[config.mk]
export PLATFORM = sky130hd
export DESIGN_NAME = alu8_core
export DESIGN_NICKNAME = d
export VERILOG_FILES = /design/src/rtl/alu8_pkg.sv /design/src/rtl/alu8_arith.sv /design/src/rtl/alu8_bitops.sv /design/src/rtl/alu8_flagmix.sv /design/src/rtl/alu8_core.sv
export SDC_FILE = /design/constraint.sdc
export NUM_CORES = 1
export LEC_CHECK = 0
export ABC_CLOCK_PERIOD_IN_PS = 10300
export BUFFER_PORTS_ARGS = -buffer_cell sky130_fd_sc_hd__buf_4
export CAP_MARGIN = 20
export CORE_MARGIN = 4
export CORE_UTILIZATION = 25
export DETAILED_ROUTE_END_ITERATION = 8
export SLEW_MARGIN = 5
export SYNTH_ARGS = -nofsm -noshare
export SYNTH_HDL_FRONTEND = slang
export SYNTH_SLANG_ARGS = --single-unit
[constraint.sdc]
create_clock -name clk -period 10.3 [get_ports clk]
set_input_delay 1.03 -clock clk [delete_from_list [all_inputs] [get_ports clk]]
set_output_delay 1.03 -clock clk [all_outputs]
set_load 0.01 [all_outputs]
[src/rtl/alu8_pkg.sv]
package alu8_pkg;

    typedef enum logic [4:0] {
        OP_ADD   = 5'd0,
        OP_ADDC  = 5'd1,
        OP_SUB   = 5'd2,
        OP_SUBC  = 5'd3,
        OP_AND   = 5'd4,
        OP_OR    = 5'd5,
        OP_XOR   = 5'd6,
        OP_NOT   = 5'd7,
        OP_NEG   = 5'd8,
        OP_INC   = 5'd9,
        OP_DEC   = 5'd10,
        OP_SHL   = 5'd11,
        OP_SHR   = 5'd12,
        OP_RLC   = 5'd13,
        OP_RRC   = 5'd14,
        OP_SAR   = 5'd15,
        OP_NSWAP = 5'd16,
        OP_CMP   = 5'd17,
        OP_CMPC  = 5'd18
    } alu_op_e;

    // Member order fixes the bit positions: c is bit 0, h is bit 5.
    typedef struct packed {
        logic h;
        logic s;
        logic v;
        logic n;
        logic z;
        logic c;
    } flags_t;

    localparam int FLAG_W = $bits(flags_t);

    function automatic logic op_is_arith(alu_op_e op);
        case (op)
            OP_ADD, OP_ADDC, OP_SUB, OP_SUBC, OP_NEG,
            OP_INC, OP_DEC, OP_CMP, OP_CMPC: op_is_arith = 1'b1;
            default:                         op_is_arith = 1'b0;
        endcase
    endfunction

    function automatic logic op_is_sub(alu_op_e op);
        case (op)
            OP_SUB, OP_SUBC, OP_NEG, OP_DEC, OP_CMP, OP_CMPC: op_is_sub = 1'b1;
            default:                                          op_is_sub = 1'b0;
        endcase
    endfunction

    function automatic logic op_uses_carry(alu_op_e op);
        op_uses_carry = (op == OP_ADDC) || (op == OP_SUBC) || (op == OP_CMPC);
    endfunction

    function automatic logic op_is_shift(alu_op_e op);
        op_is_shift = (op == OP_SHL) || (op == OP_SHR) || (op == OP_RLC) ||
                      (op == OP_RRC) || (op == OP_SAR);
    endfunction

    function automatic logic op_is_logic(alu_op_e op);
        op_is_logic = (op == OP_AND) || (op == OP_OR) || (op == OP_XOR);
    endfunction

    function automatic logic op_writes(logic [4:0] code);
        op_writes = (code <= 5'd16);
    endfunction

endpackage

[src/rtl/alu8_arith.sv]
module alu8_arith #(
    parameter int DW = 8
) (
    input  logic [DW-1:0] a,
    input  logic [DW-1:0] b,
    input  logic          cin,
    input  logic          sub,
    output logic [DW-1:0] sum,
    output logic          cout,
    output logic          hcar,
    output logic          ovf
);
    localparam int NB  = DW / 2;
    localparam int MSB = DW - 1;

    logic [DW-1:0] addend;
    logic          cin_eff;
    logic [DW:0]   full;
    logic [NB:0]   low;

    // Subtraction as a + ~b + ~borrow_in; a borrow is the absence of a carry.
    always_comb begin
        addend  = sub ? ~b : b;
        cin_eff = sub ? ~cin : cin;
        full    = {1'b0, a} + {1'b0, addend} + {{DW{1'b0}}, cin_eff};
        low     = {1'b0, a[NB-1:0]} + {1'b0, addend[NB-1:0]} + {{NB{1'b0}}, cin_eff};
        sum     = full[DW-1:0];
        cout    = sub ? ~full[DW] : full[DW];
        hcar    = sub ? ~low[NB] : low[NB];
        ovf     = (a[MSB] == addend[MSB]) && (full[MSB] != a[MSB]);
    end
endmodule

[src/rtl/alu8_bitops.sv]
module alu8_bitops
    import alu8_pkg::*;
#(
    parameter int DW = 8
) (
    input  alu_op_e       op,
    input  logic [DW-1:0] a,
    input  logic [DW-1:0] b,
    input  logic          cin,
    output logic [DW-1:0] res,
    output logic          cout
);
    localparam int NB  = DW / 2;
    localparam int MSB = DW - 1;

    always_comb begin
        res  = a;
        cout = cin;
        case (op)
            OP_AND:   res = a & b;
            OP_OR:    res = a | b;
            OP_XOR:   res = a ^ b;
            OP_NOT: begin
                res  = ~a;
                cout = 1'b1;
            end
            OP_SHL: begin
                res  = {a[MSB-1:0], 1'b0};
                cout = a[MSB];
            end
            OP_SHR: begin
                res  = {1'b0, a[MSB:1]};
                cout = a[0];
            end
            OP_RLC: begin
                res  = {a[MSB-1:0], cin};
                cout = a[MSB];
            end
            OP_RRC: begin
                res  = {cin, a[MSB:1]};
                cout = a[0];
            end
            OP_SAR: begin
                res  = {a[MSB], a[MSB:1]};
                cout = a[0];
            end
            OP_NSWAP: res = {a[NB-1:0], a[MSB:NB]};
            default: ;
        endcase
    end
endmodule

[src/rtl/alu8_flagmix.sv]
module alu8_flagmix
    import alu8_pkg::*;
#(
    parameter int DW = 8
) (
    input  alu_op_e       op,
    input  logic [DW-1:0] res,
    input  logic          ar_c,
    input  logic          ar_h,
    input  logic          ar_v,
    input  logic          bo_c,
    input  flags_t        cur,
    output flags_t        nxt,
    output flags_t        mask
);
    localparam int MSB = DW - 1;

    logic zr;
    logic ng;

    always_comb begin
        zr   = (res == '0);
        ng   = res[MSB];
        nxt  = cur;
        mask = '0;
        case (op)
            OP_ADD, OP_ADDC, OP_SUB, OP_SUBC, OP_NEG, OP_CMP, OP_CMPC: begin
                nxt.h = ar_h;
                nxt.c = ar_c;
                nxt.v = ar_v;
                nxt.n = ng;
                nxt.z = (op == OP_SUBC || op == OP_CMPC) ? (zr & cur.z) : zr;
                nxt.s = ng ^ ar_v;
                mask  = '1;
            end
            OP_AND, OP_OR, OP_XOR: begin
                nxt.v = 1'b0;
                nxt.n = ng;
                nxt.z = zr;
                nxt.s = ng;
                mask  = '{h: 1'b0, s: 1'b1, v: 1'b1, n: 1'b1, z: 1'b1, c: 1'b0};
            end
            OP_INC, OP_DEC: begin
                nxt.v = ar_v;
                nxt.n = ng;
                nxt.z = zr;
                nxt.s = ng ^ ar_v;
                mask  = '{h: 1'b0, s: 1'b1, v: 1'b1, n: 1'b1, z: 1'b1, c: 1'b0};
            end
            OP_NOT: begin
                nxt.c = 1'b1;
                nxt.v = 1'b0;
                nxt.n = ng;
                nxt.z = zr;
                nxt.s = ng;
                mask  = '{h: 1'b0, s: 1'b1, v: 1'b1, n: 1'b1, z: 1'b1, c: 1'b1};
            end
            OP_SHL, OP_SHR, OP_RLC, OP_RRC, OP_SAR: begin
                nxt.c = bo_c;
                nxt.v = ng ^ bo_c;
                nxt.n = ng;
                nxt.z = zr;
                nxt.s = bo_c;
                mask  = '{h: 1'b0, s: 1'b1, v: 1'b1, n: 1'b1, z: 1'b1, c: 1'b1};
            end
            default: ;
        endcase
    end
endmodule

[src/rtl/alu8_core.sv]
module alu8_core
    import alu8_pkg::*;
#(
    parameter int DW = 8
) (
    input  logic              clk,
    input  logic              rst_n,
    input  logic              exec_en,
    input  logic [4:0]        opc,
    input  logic [DW-1:0]     src_a,
    input  logic [DW-1:0]     src_b,
    output logic [DW-1:0]     result,
    output logic              res_we,
    output logic [FLAG_W-1:0] flg_nxt,
    output logic [FLAG_W-1:0] flg_mask,
    output logic [FLAG_W-1:0] flg_q
);
    alu_op_e       op;
    flags_t        flg_d, flg_q_r;
    flags_t        nxt_w, mask_w;
    logic [DW-1:0] ar_a, ar_b, ar_sum, bo_res;
    logic          ar_cin, ar_c, ar_h, ar_v, bo_c;

    assign op = alu_op_e'(opc);

    always_comb begin
        ar_a   = (op == OP_NEG) ? '0 : src_a;
        ar_b   = (op == OP_NEG) ? src_a :
                 (op == OP_INC || op == OP_DEC) ? DW'(1) : src_b;
        ar_cin = op_uses_carry(op) ? flg_q_r.c : 1'b0;
    end

    alu8_arith #(.DW(DW)) u_arith (
        .a    (ar_a),
        .b    (ar_b),
        .cin  (ar_cin),
        .sub  (op_is_sub(op)),
        .sum  (ar_sum),
        .cout (ar_c),
        .hcar (ar_h),
        .ovf  (ar_v)
    );

    alu8_bitops #(.DW(DW)) u_bitops (
        .op   (op),
        .a    (src_a),
        .b    (src_b),
        .cin  (flg_q_r.c),
        .res  (bo_res),
        .cout (bo_c)
    );

    always_comb begin
        result = op_is_arith(op) ? ar_sum : bo_res;
        res_we = op_writes(opc) && (op != OP_CMP) && (op != OP_CMPC);
    end

    alu8_flagmix #(.DW(DW)) u_flagmix (
        .op   (op),
        .res  (result),
        .ar_c (ar_c),
        .ar_h (ar_h),
        .ar_v (ar_v),
        .bo_c (bo_c),
        .cur  (flg_q_r),
        .nxt  (nxt_w),
        .mask (mask_w)
    );

    assign flg_nxt  = nxt_w;
    assign flg_mask = mask_w;
    assign flg_q    = flg_q_r;

    always_comb begin
        flg_d = exec_en ? nxt_w : flg_q_r;
    end

    always_ff @(posedge clk or negedge rst_n) begin
        if (!rst_n) flg_q_r <= '0;
        else        flg_q_r <= flg_d;
    end

    // an idle cycle leaves the flag register untouched.
    p_hold_r12: assert property (@(posedge clk) disable iff (!rst_n)
        !exec_en |=> $stable(flg_q_r));

    // compares never request a write-back.
    p_cmp_nowrite_r5: assert property (@(posedge clk) disable iff (!rst_n)
        (op == OP_CMP || op == OP_CMPC) |-> !res_we);

    // chained subtract cannot raise a cleared zero flag.
    p_zsticky_r4: assert property (@(posedge clk) disable iff (!rst_n)
        (exec_en && (op == OP_SUBC || op == OP_CMPC) && !flg_q_r.z) |=> !flg_q_r.z);

    // nibble exchange leaves all flags as they were.
    p_swap_flags_r10: assert property (@(posedge clk) disable iff (!rst_n)
        (exec_en && op == OP_NSWAP) |=> $stable(flg_q_r));

    // logic operations leave overflow clear.
    p_logic_vclr_r6: assert property (@(posedge clk) disable iff (!rst_n)
        (exec_en && op_is_logic(op)) |=> !flg_q_r.v);

    // complement leaves carry set.
    p_not_carry_r8: assert property (@(posedge clk) disable iff (!rst_n)
        (exec_en && op == OP_NOT) |=> flg_q_r.c);

    // increment and decrement keep carry.
    p_incdec_keepc_r7: assert property (@(posedge clk) disable iff (!rst_n)
        (exec_en && (op == OP_INC || op == OP_DEC)) |=> (flg_q_r.c == $past(flg_q_r.c)));

    // after a shift the stored sign agrees with negative and overflow.
    p_sign_rule_r11: assert property (@(posedge clk) disable iff (!rst_n)
        (exec_en && op_is_shift(op)) |=> (flg_q_r.s == (flg_q_r.n ^ flg_q_r.v)));

endmodule

=== Yosys cells after proc, flatten, opt, wreduce, memory -nomap -nowiden ===
Memories as Yosys holds them, arrays and structs flattened.
Cells that the tools add are included.

* Bitwise logic cells: 11
* Order comparisons: 1
* $add $sub $neg: 4
* Equality and inequality tests: 22
* Reductions and logical operators: 18
* Mux-type cells: 17

{| class="wikitable"
|+ Operators by type and width
! operator !! number
|-
| $pmux 8 s10 || 1
|-
| $eq 5x4->1 const B || 8
|-
| $mux 8 || 5
|-
| $eq 5x3->1 const B || 4
|-
| $pmux 6 s3 || 1
|-
| $not 8->8 || 2
|-
| $pmux 4 s4 || 1
|-
| $eq 5x5->1 const B || 3
|-
| $reduce_or 6->1 || 2
|-
| $eq 5x2->1 const B || 2
|-
| $ne 5x5->1 const B || 2
|-
| $reduce_or 5->1 || 2
|-
| $add 8x8->9 || 1
|-
| $add 9x1->9 || 1
|-
| $and 8x8->8 || 1
|-
| $logic_not 8->1 || 1
|-
| $or 8x8->8 || 1
|-
| $xor 8x8->8 || 1
|-
| $mux 1 || 7
|-
| $reduce_or 7->1 || 1
|-
| $pmux 1 s3 || 2
|-
| $add 4x4->5 || 1
|-
| $add 5x1->5 || 1
|-
| $eq 5x1->1 const B || 1
|-
| 12 further kinds || 21
|}

* Input bits: 24
* Memories kept: 1
* Memory bits (read-only): 32
* Bits in registers: 6
* Word-level logic and storage cells: 80
* Output and inout bits: 27

{| class="wikitable"
|+ Memory list
! memory !! depth !! bits a word !! rd ports !! clocked after Yosys merged registers in !! write ports !! line !! text
|-
| (no name shown) || 32 || 1 || 1 || 0 || 0 || alu8_pkg.sv:38 || <nowiki>case (op)</nowiki>
|}

=== Depth between registers and ports, before layout ===
* Depth in word-level cells: 13
* Depth in mapped cells: 18
* Mapped depth without buffers: 17

=== By module ===
A second synthesis with hierarchy kept.

* Cells, all modules: 317
* Area, all modules: 2494.9 µm²

{| class="wikitable"
|+ By module, submodules not included
! module !! cells each !! times used !! area each (µm²) !! sequential area each (µm²)
|-
| alu8_bitops || 155 || 1 || 1052.3 || 0.0
|-
| alu8_core || 67 || 1 || 656.9 || 150.1
|-
| alu8_arith || 50 || 1 || 424.2 || 0.0
|-
| alu8_flagmix || 45 || 1 || 361.6 || 0.0
|}

=== Worst setup path after synthesis ===
OpenSTA, ideal clock, no wires.

* Path type: input to output
* From: in opc[3]
* To: out flg_nxt[1]
* Stages: 17
* Buffers on the path: 3
* Setup slack: 4.098 ns
* Arrival: 5.172 ns
* Required time: 9.270 ns
* Cell sequence: buf_2 buf_1 nand3b_1 o21ai_0 nor2b_1 nor2_1 buf_1 xor2_1 fa_1 fa_1 nand2b_1 a21oi_1 a31o_2 xnor2_1 o22ai_1 or4_1 o31ai_1

* Longest elaborated chain between the ends: 13
* Elaborated cells on any way between the ends: 46
* Classes of those cells: 2 x add/sub; 18 x eq/ne; 11 x mux; 3 x bitwise; 11 x reduce/logical; 1 x memory

{| class="wikitable"
|+ Ends and longest elaborated chain
! element !! line !! text
|-
| from (decl) || alu8_core.sv:9 || <nowiki>input logic [4:0] opc,</nowiki>
|-
| $eq 5x4->1, on equally long branches || alu8_core.sv:29, alu8_pkg.sv:46 ||
|-
| $logic_or 1x1->1 || alu8_core.sv:29 || <nowiki>(op == OP_INC || op == OP_DEC) ? DW'(1) : src_b;</nowiki>
|-
| $mux 8 || alu8_core.sv:29 ||
|-
| $mux 8 || alu8_core.sv:28 || <nowiki>ar_b = (op == OP_NEG) ? src_a :</nowiki>
|-
| $not 8->8 || alu8_arith.sv:23 || <nowiki>addend = sub ? ~b : b;</nowiki>
|-
| $mux 8 || alu8_arith.sv:23 ||
|-
| $add 8x8->9 || alu8_arith.sv:25 || <nowiki>full = {1'b0, a} + {1'b0, addend} + {{DW{1'b0}}, cin_eff};</nowiki>
|-
| $add 9x1->9 || alu8_arith.sv:25 ||
|-
| $mux 8 * || alu8_core.sv:54 || <nowiki>result = op_is_arith(op) ? ar_sum : bo_res;</nowiki>
|-
| named net result[6] || alu8_core.sv:12 || <nowiki>output logic [DW-1:0] result,</nowiki>
|-
| $logic_not 8->1 * || alu8_flagmix.sv:22 || <nowiki>zr = (res == '0);</nowiki>
|-
| $and 1x1->1 || alu8_flagmix.sv:32 || <nowiki>nxt.z = (op == OP_SUBC || op == OP_CMPC) ? (zr & cur.z) : zr;</nowiki>
|-
| $mux 1 || alu8_flagmix.sv:32 ||
|-
| $pmux 4 s4 * || alu8_flagmix.sv:26 || <nowiki>case (op)</nowiki>
|-
| to (decl) || alu8_core.sv:14 || <nowiki>output logic [FLAG_W-1:0] flg_nxt,</nowiki>
|}

The timed path passes the listed nets; every way through them passes the cells marked *.

=== Worst setup path in the final report ===
* From: in opc[0]
* To: out flg_nxt[1]

* Longest elaborated chain between the ends: 13
* Elaborated cells on any way between the ends: 46
* Classes of those cells: 2 x add/sub; 18 x eq/ne; 11 x mux; 3 x bitwise; 11 x reduce/logical; 1 x memory

{| class="wikitable"
|+ Ends and longest elaborated chain
! element !! line
|-
| $eq 5x4->1, on equally long branches || alu8_flagmix.sv:26, alu8_core.sv:29, alu8_pkg.sv:46
|-
| $logic_or 1x1->1 || alu8_core.sv:29
|-
| $mux 8 || alu8_core.sv:29
|-
| $mux 8 || alu8_core.sv:28
|-
| $not 8->8 || alu8_arith.sv:23
|-
| $mux 8 || alu8_arith.sv:23
|-
| $add 8x8->9 || alu8_arith.sv:25
|-
| $add 9x1->9 || alu8_arith.sv:25
|-
| $mux 8 || alu8_core.sv:54
|-
| $logic_not 8->1 || alu8_flagmix.sv:22
|-
| $and 1x1->1 || alu8_flagmix.sv:32
|-
| $mux 1 || alu8_flagmix.sv:32
|-
| $pmux 4 s4 * || alu8_flagmix.sv:26
|}

Mark *: on every way between the ends. The rest lies on a longest branch, timed or not.

==> flow_summary.json <==
{
  "status": "finished, final reports clean",
  "io_buffers": 50,
  "skew_ns": 0.00202,
  "netSwitchingFraction_pct": 45.9,
  "p_total_uw": 267,
  "fill_cells": 926,
  "die_area_sq_um": 10400,
  "synthCells": 311,
  "combPwrFrac_pct": 71.7,
  "seqPwrFrac_pct": 15.0,
  "use_met2_pct": 21.6,
  "crit_path_max_fanout": 14,
  "antenna_found_initial": 0,
  "drt_iter0_drc": 113,
  "worstPathRequired_ns": 9.27,
  "synth_edf_count": 0,
  "yosysWarnings": 0,
  "cts_tree": "done",
  "cp_slowest_cell": "nor2_1",
  "yosys-top-cells-area": "ha_1 16%, dfrtp_1 6.8%, a22oi_1 4.8%",
  "largest_reg_flops": 6,
  "fin_setup_tns_ns": 0,
  "cts-htree-levels": 1,
  "syn_to_final_growth_pct": 19.4,
  "tightest_slew_ns": 0.955,
  "grt_max_degree": 23,
  "core_area_sq_um": 8380,
  "die_x_microns": 102,
  "clockBufferDepth": 2,
  "routabilityCongestion": 0.918,
  "hold_viol_final": 0,
  "final_nets": 397,
  "crit_type": "in -> out",
  "post_cts_resized": 0,
  "drtAntennaViolNets": 0,
  "slew_violations": 0,
  "cts_made_buffers": 3,
  "io_pins": 51,
  "path_cells": "buf_4 -> inv_1 -> ha_1 -> or2b_1 -> nor2_1 -> a22oi_1 -> xor2_1 -> fa_1 -> fa_1 -> nand2b_1 -> a21oi_1 -> a31o_2 -> xnor2_1 -> o22ai_1 -> or4_1 -> o31ai_1 -> buf_4",
  "synth-async-reset-ratio_pct": 100,
  "period_minus_slack_ns": 6.83,
  "antenna_cells": 0,
  "seq_area_sq_um": 150,
  "relSlewSlack_pct": 35.8,
  "endpoint_kind": "output port",
  "synthesis.nets": 365,
  "grt_pass1_vias": 2381,
  "switchingPower_uw": 123,
  "grt_pass1_wl_mm": 12.1,
  "clock_latency_ns": 0.22,
  "wl_per_cell_microns": 16.3,
  "rsz0062_at_grt": "false",
  "drv_cap": 0,
  "cts.root.buffer_cell": "clkbuf_8",
  "synth_top_cell_by_area": "ha_1",
  "die_h_microns": 102,
  "busiest_layer": "met2",
  "synth_seq_cells": 6,
  "met3_usage_pct": 1.72,
  "drc": 0,
  "vias_per_cell": 5.46,
  "dpl.hpwl_mm": 5.91,
  "synth_seq_area_share_pct": 6.83,
  "drive_gt1_share_pct": 19.6,
  "clk_pin_slew_ns": 0.04,
  "cts_hold_buf": 0,
  "vias": 2433,
  "ys.flop_type": "dfrtp_1",
  "fmaxAchievable_mhz": 146,
  "syn_avg_cell_area_sq_um": 7.07,
  "initial_utilization_pct": 26.2,
  "slowest_delay_ns": 0.63,
  "arrival_ns": 5.80,
  "syn_area_sq_um": 2200,
  "synthTopCellsByCount": "28 x ha_1, 28 x nand2_1, 28 x nor2_1",
  "gr-usage-met1_pct": 21.6,
  "ir_worst_vdd_mv": 0.0373,
  "synth.distinct_cells": 60,
  "setup_viol_count_final": 0,
  "hold_class": "reg -> reg",
  "cts_setup_buffers": 0,
  "critPathLaunchType": "input pin",
  "drt_wl_total_mm": 7.25,
  "path_delay_family": "simple AND/OR/NAND/NOR gates",
  "grtUsageTotal_pct": 14.3,
  "powerDensity_nw_per_um2": 102,
  "p_int_uw": 144,
  "clock_sinks": 6,
  "multi_input_area_sq_um": 1830,
  "detail_route.first_pass.iterations": 4,
  "netlist.area_leader.share_pct": 15.9,
  "critical_path_buf_inv_count": 3,
  "leakagePower_nw": 1.20,
  "power.clock.fraction_pct": 13.3,
  "num_rows": 33,
  "post-route-period-util_pct": 66.4,
  "grt_overflow": 0
}
-- stage by stage --
stage          worst slack (ns)  utilization [%]  area (sq um)  hold WS (ns)  cells
6_report                   3.47             31.3          2630         0.507    446
5_1_grt                    3.13             31.3          2630         0.575    446
4_1_cts                    3.50             31.3          2630         0.511    446
3_5_place_dp               3.50             30.8          2580         0.503    443
3_3_place_gp               3.69             30.8          2580         0.492    443
2_1_floorplan              4.10                -          2200         0.529    311
-- final timing paths --
path	start	endpoint	slack [ns]	depth (start not counted)
setup / recovery	opc[0]	flg_nxt[1]	3.47	17
hold / removal	flg_q[4]$_DFFE_PN0P_	flg_q[4]$_DFFE_PN0P_	0.51	2
setup reg to reg	flg_q[0]$_DFFE_PN0P_	flg_q[1]$_DFFE_PN0P_	6.77	12
hold reg to reg	flg_q[4]$_DFFE_PN0P_	flg_q[4]$_DFFE_PN0P_	0.51	2
max in group asynchronous	rst_n	flg_q[5]$_DFFE_PN0P_	9.58	1
min in group asynchronous	rst_n	flg_q[3]$_DFFE_PN0P_	0.60	1
-- power by group through the flow --
stage	clock [mW]	combinational [mW]	sequential (mW)
floorplan	0	0.117	0.0411
global placement	0	0.189	0.0401
detailed placement	0	0.191	0.0404
CTS	0.0370	0.192	0.0401
global route	0.0378	0.213	0.0419
finish	0.0356	0.192	0.0400
-- worst reg2reg max path, cell delays in order (launching register included) --
cell      delay [ns]
dfrtp_1         0.51
a211oi_1        0.12
a21oi_1         0.14
nand2_1         0.09
fa_1            0.41
fa_1            0.39
nand2b_1        0.17
a21oi_1         0.31
a31o_2          0.23
xnor2_1         0.12
o22ai_1         0.12
or4_1           0.59
o31ai_1         0.25
-- metal layers --
| metal | vias to the layer above | routed length, microns | share of wire, % |
|---|---|---|---|
| met5 | - | 0 | 0 |
| met1 | 1129 | 3530 | 49 |
| met2 | 104 | 3130 | 43 |
| met4 | 0 | 29 | 0.40 |
| li1 | 1195 | - | - |
| met3 | 5 | 563 | 7.8 |
-- final cells by class --
cell class                 instances  area share (%)
clock buffer                       3            1.57
sequential                         6            5.72
multi-input combinational        256            69.6
tap                              105            5.00
timing repair buffer              51            14.6
inverter                          25            3.57
-- cell families (layout without fill, tap and decap cells) --
group / Yosys count / in the layout / synth area share (%)
AND/OR/NAND/NOR: 112 / 112 / 27.0
XOR/XNOR: 15 / 15 / 5.97
multiplexers: 6 / 6 / 2.90
adder cells (fa/ha/maj): 30 / 30 / 17.7
buffers and inverters: 49 / 79 / 10.1
flip-flops: 6 / 6 / 6.83
AO/OA/AOI/OAI: 93 / 93 / 29.4
-- cells in the final DEF (no fill, tap or decap), types with 5 or more instances in the layout --
cell,Yosys,routed
buf_4,4,51
nand2_1,28,28
nor2_1,28,28
ha_1,28,28
inv_1,25,25
a21oi_1,16,16
o21ai_0,15,15
a22oi_1,14,14
xor2_1,11,11
nand3_1,8,8
a221oi_1,8,8
o211ai_1,8,8
nor2b_1,7,7
nand2b_1,6,6
dfrtp_1,6,6
nand4_1,5,5
Power figures use the tool's default switching activity.
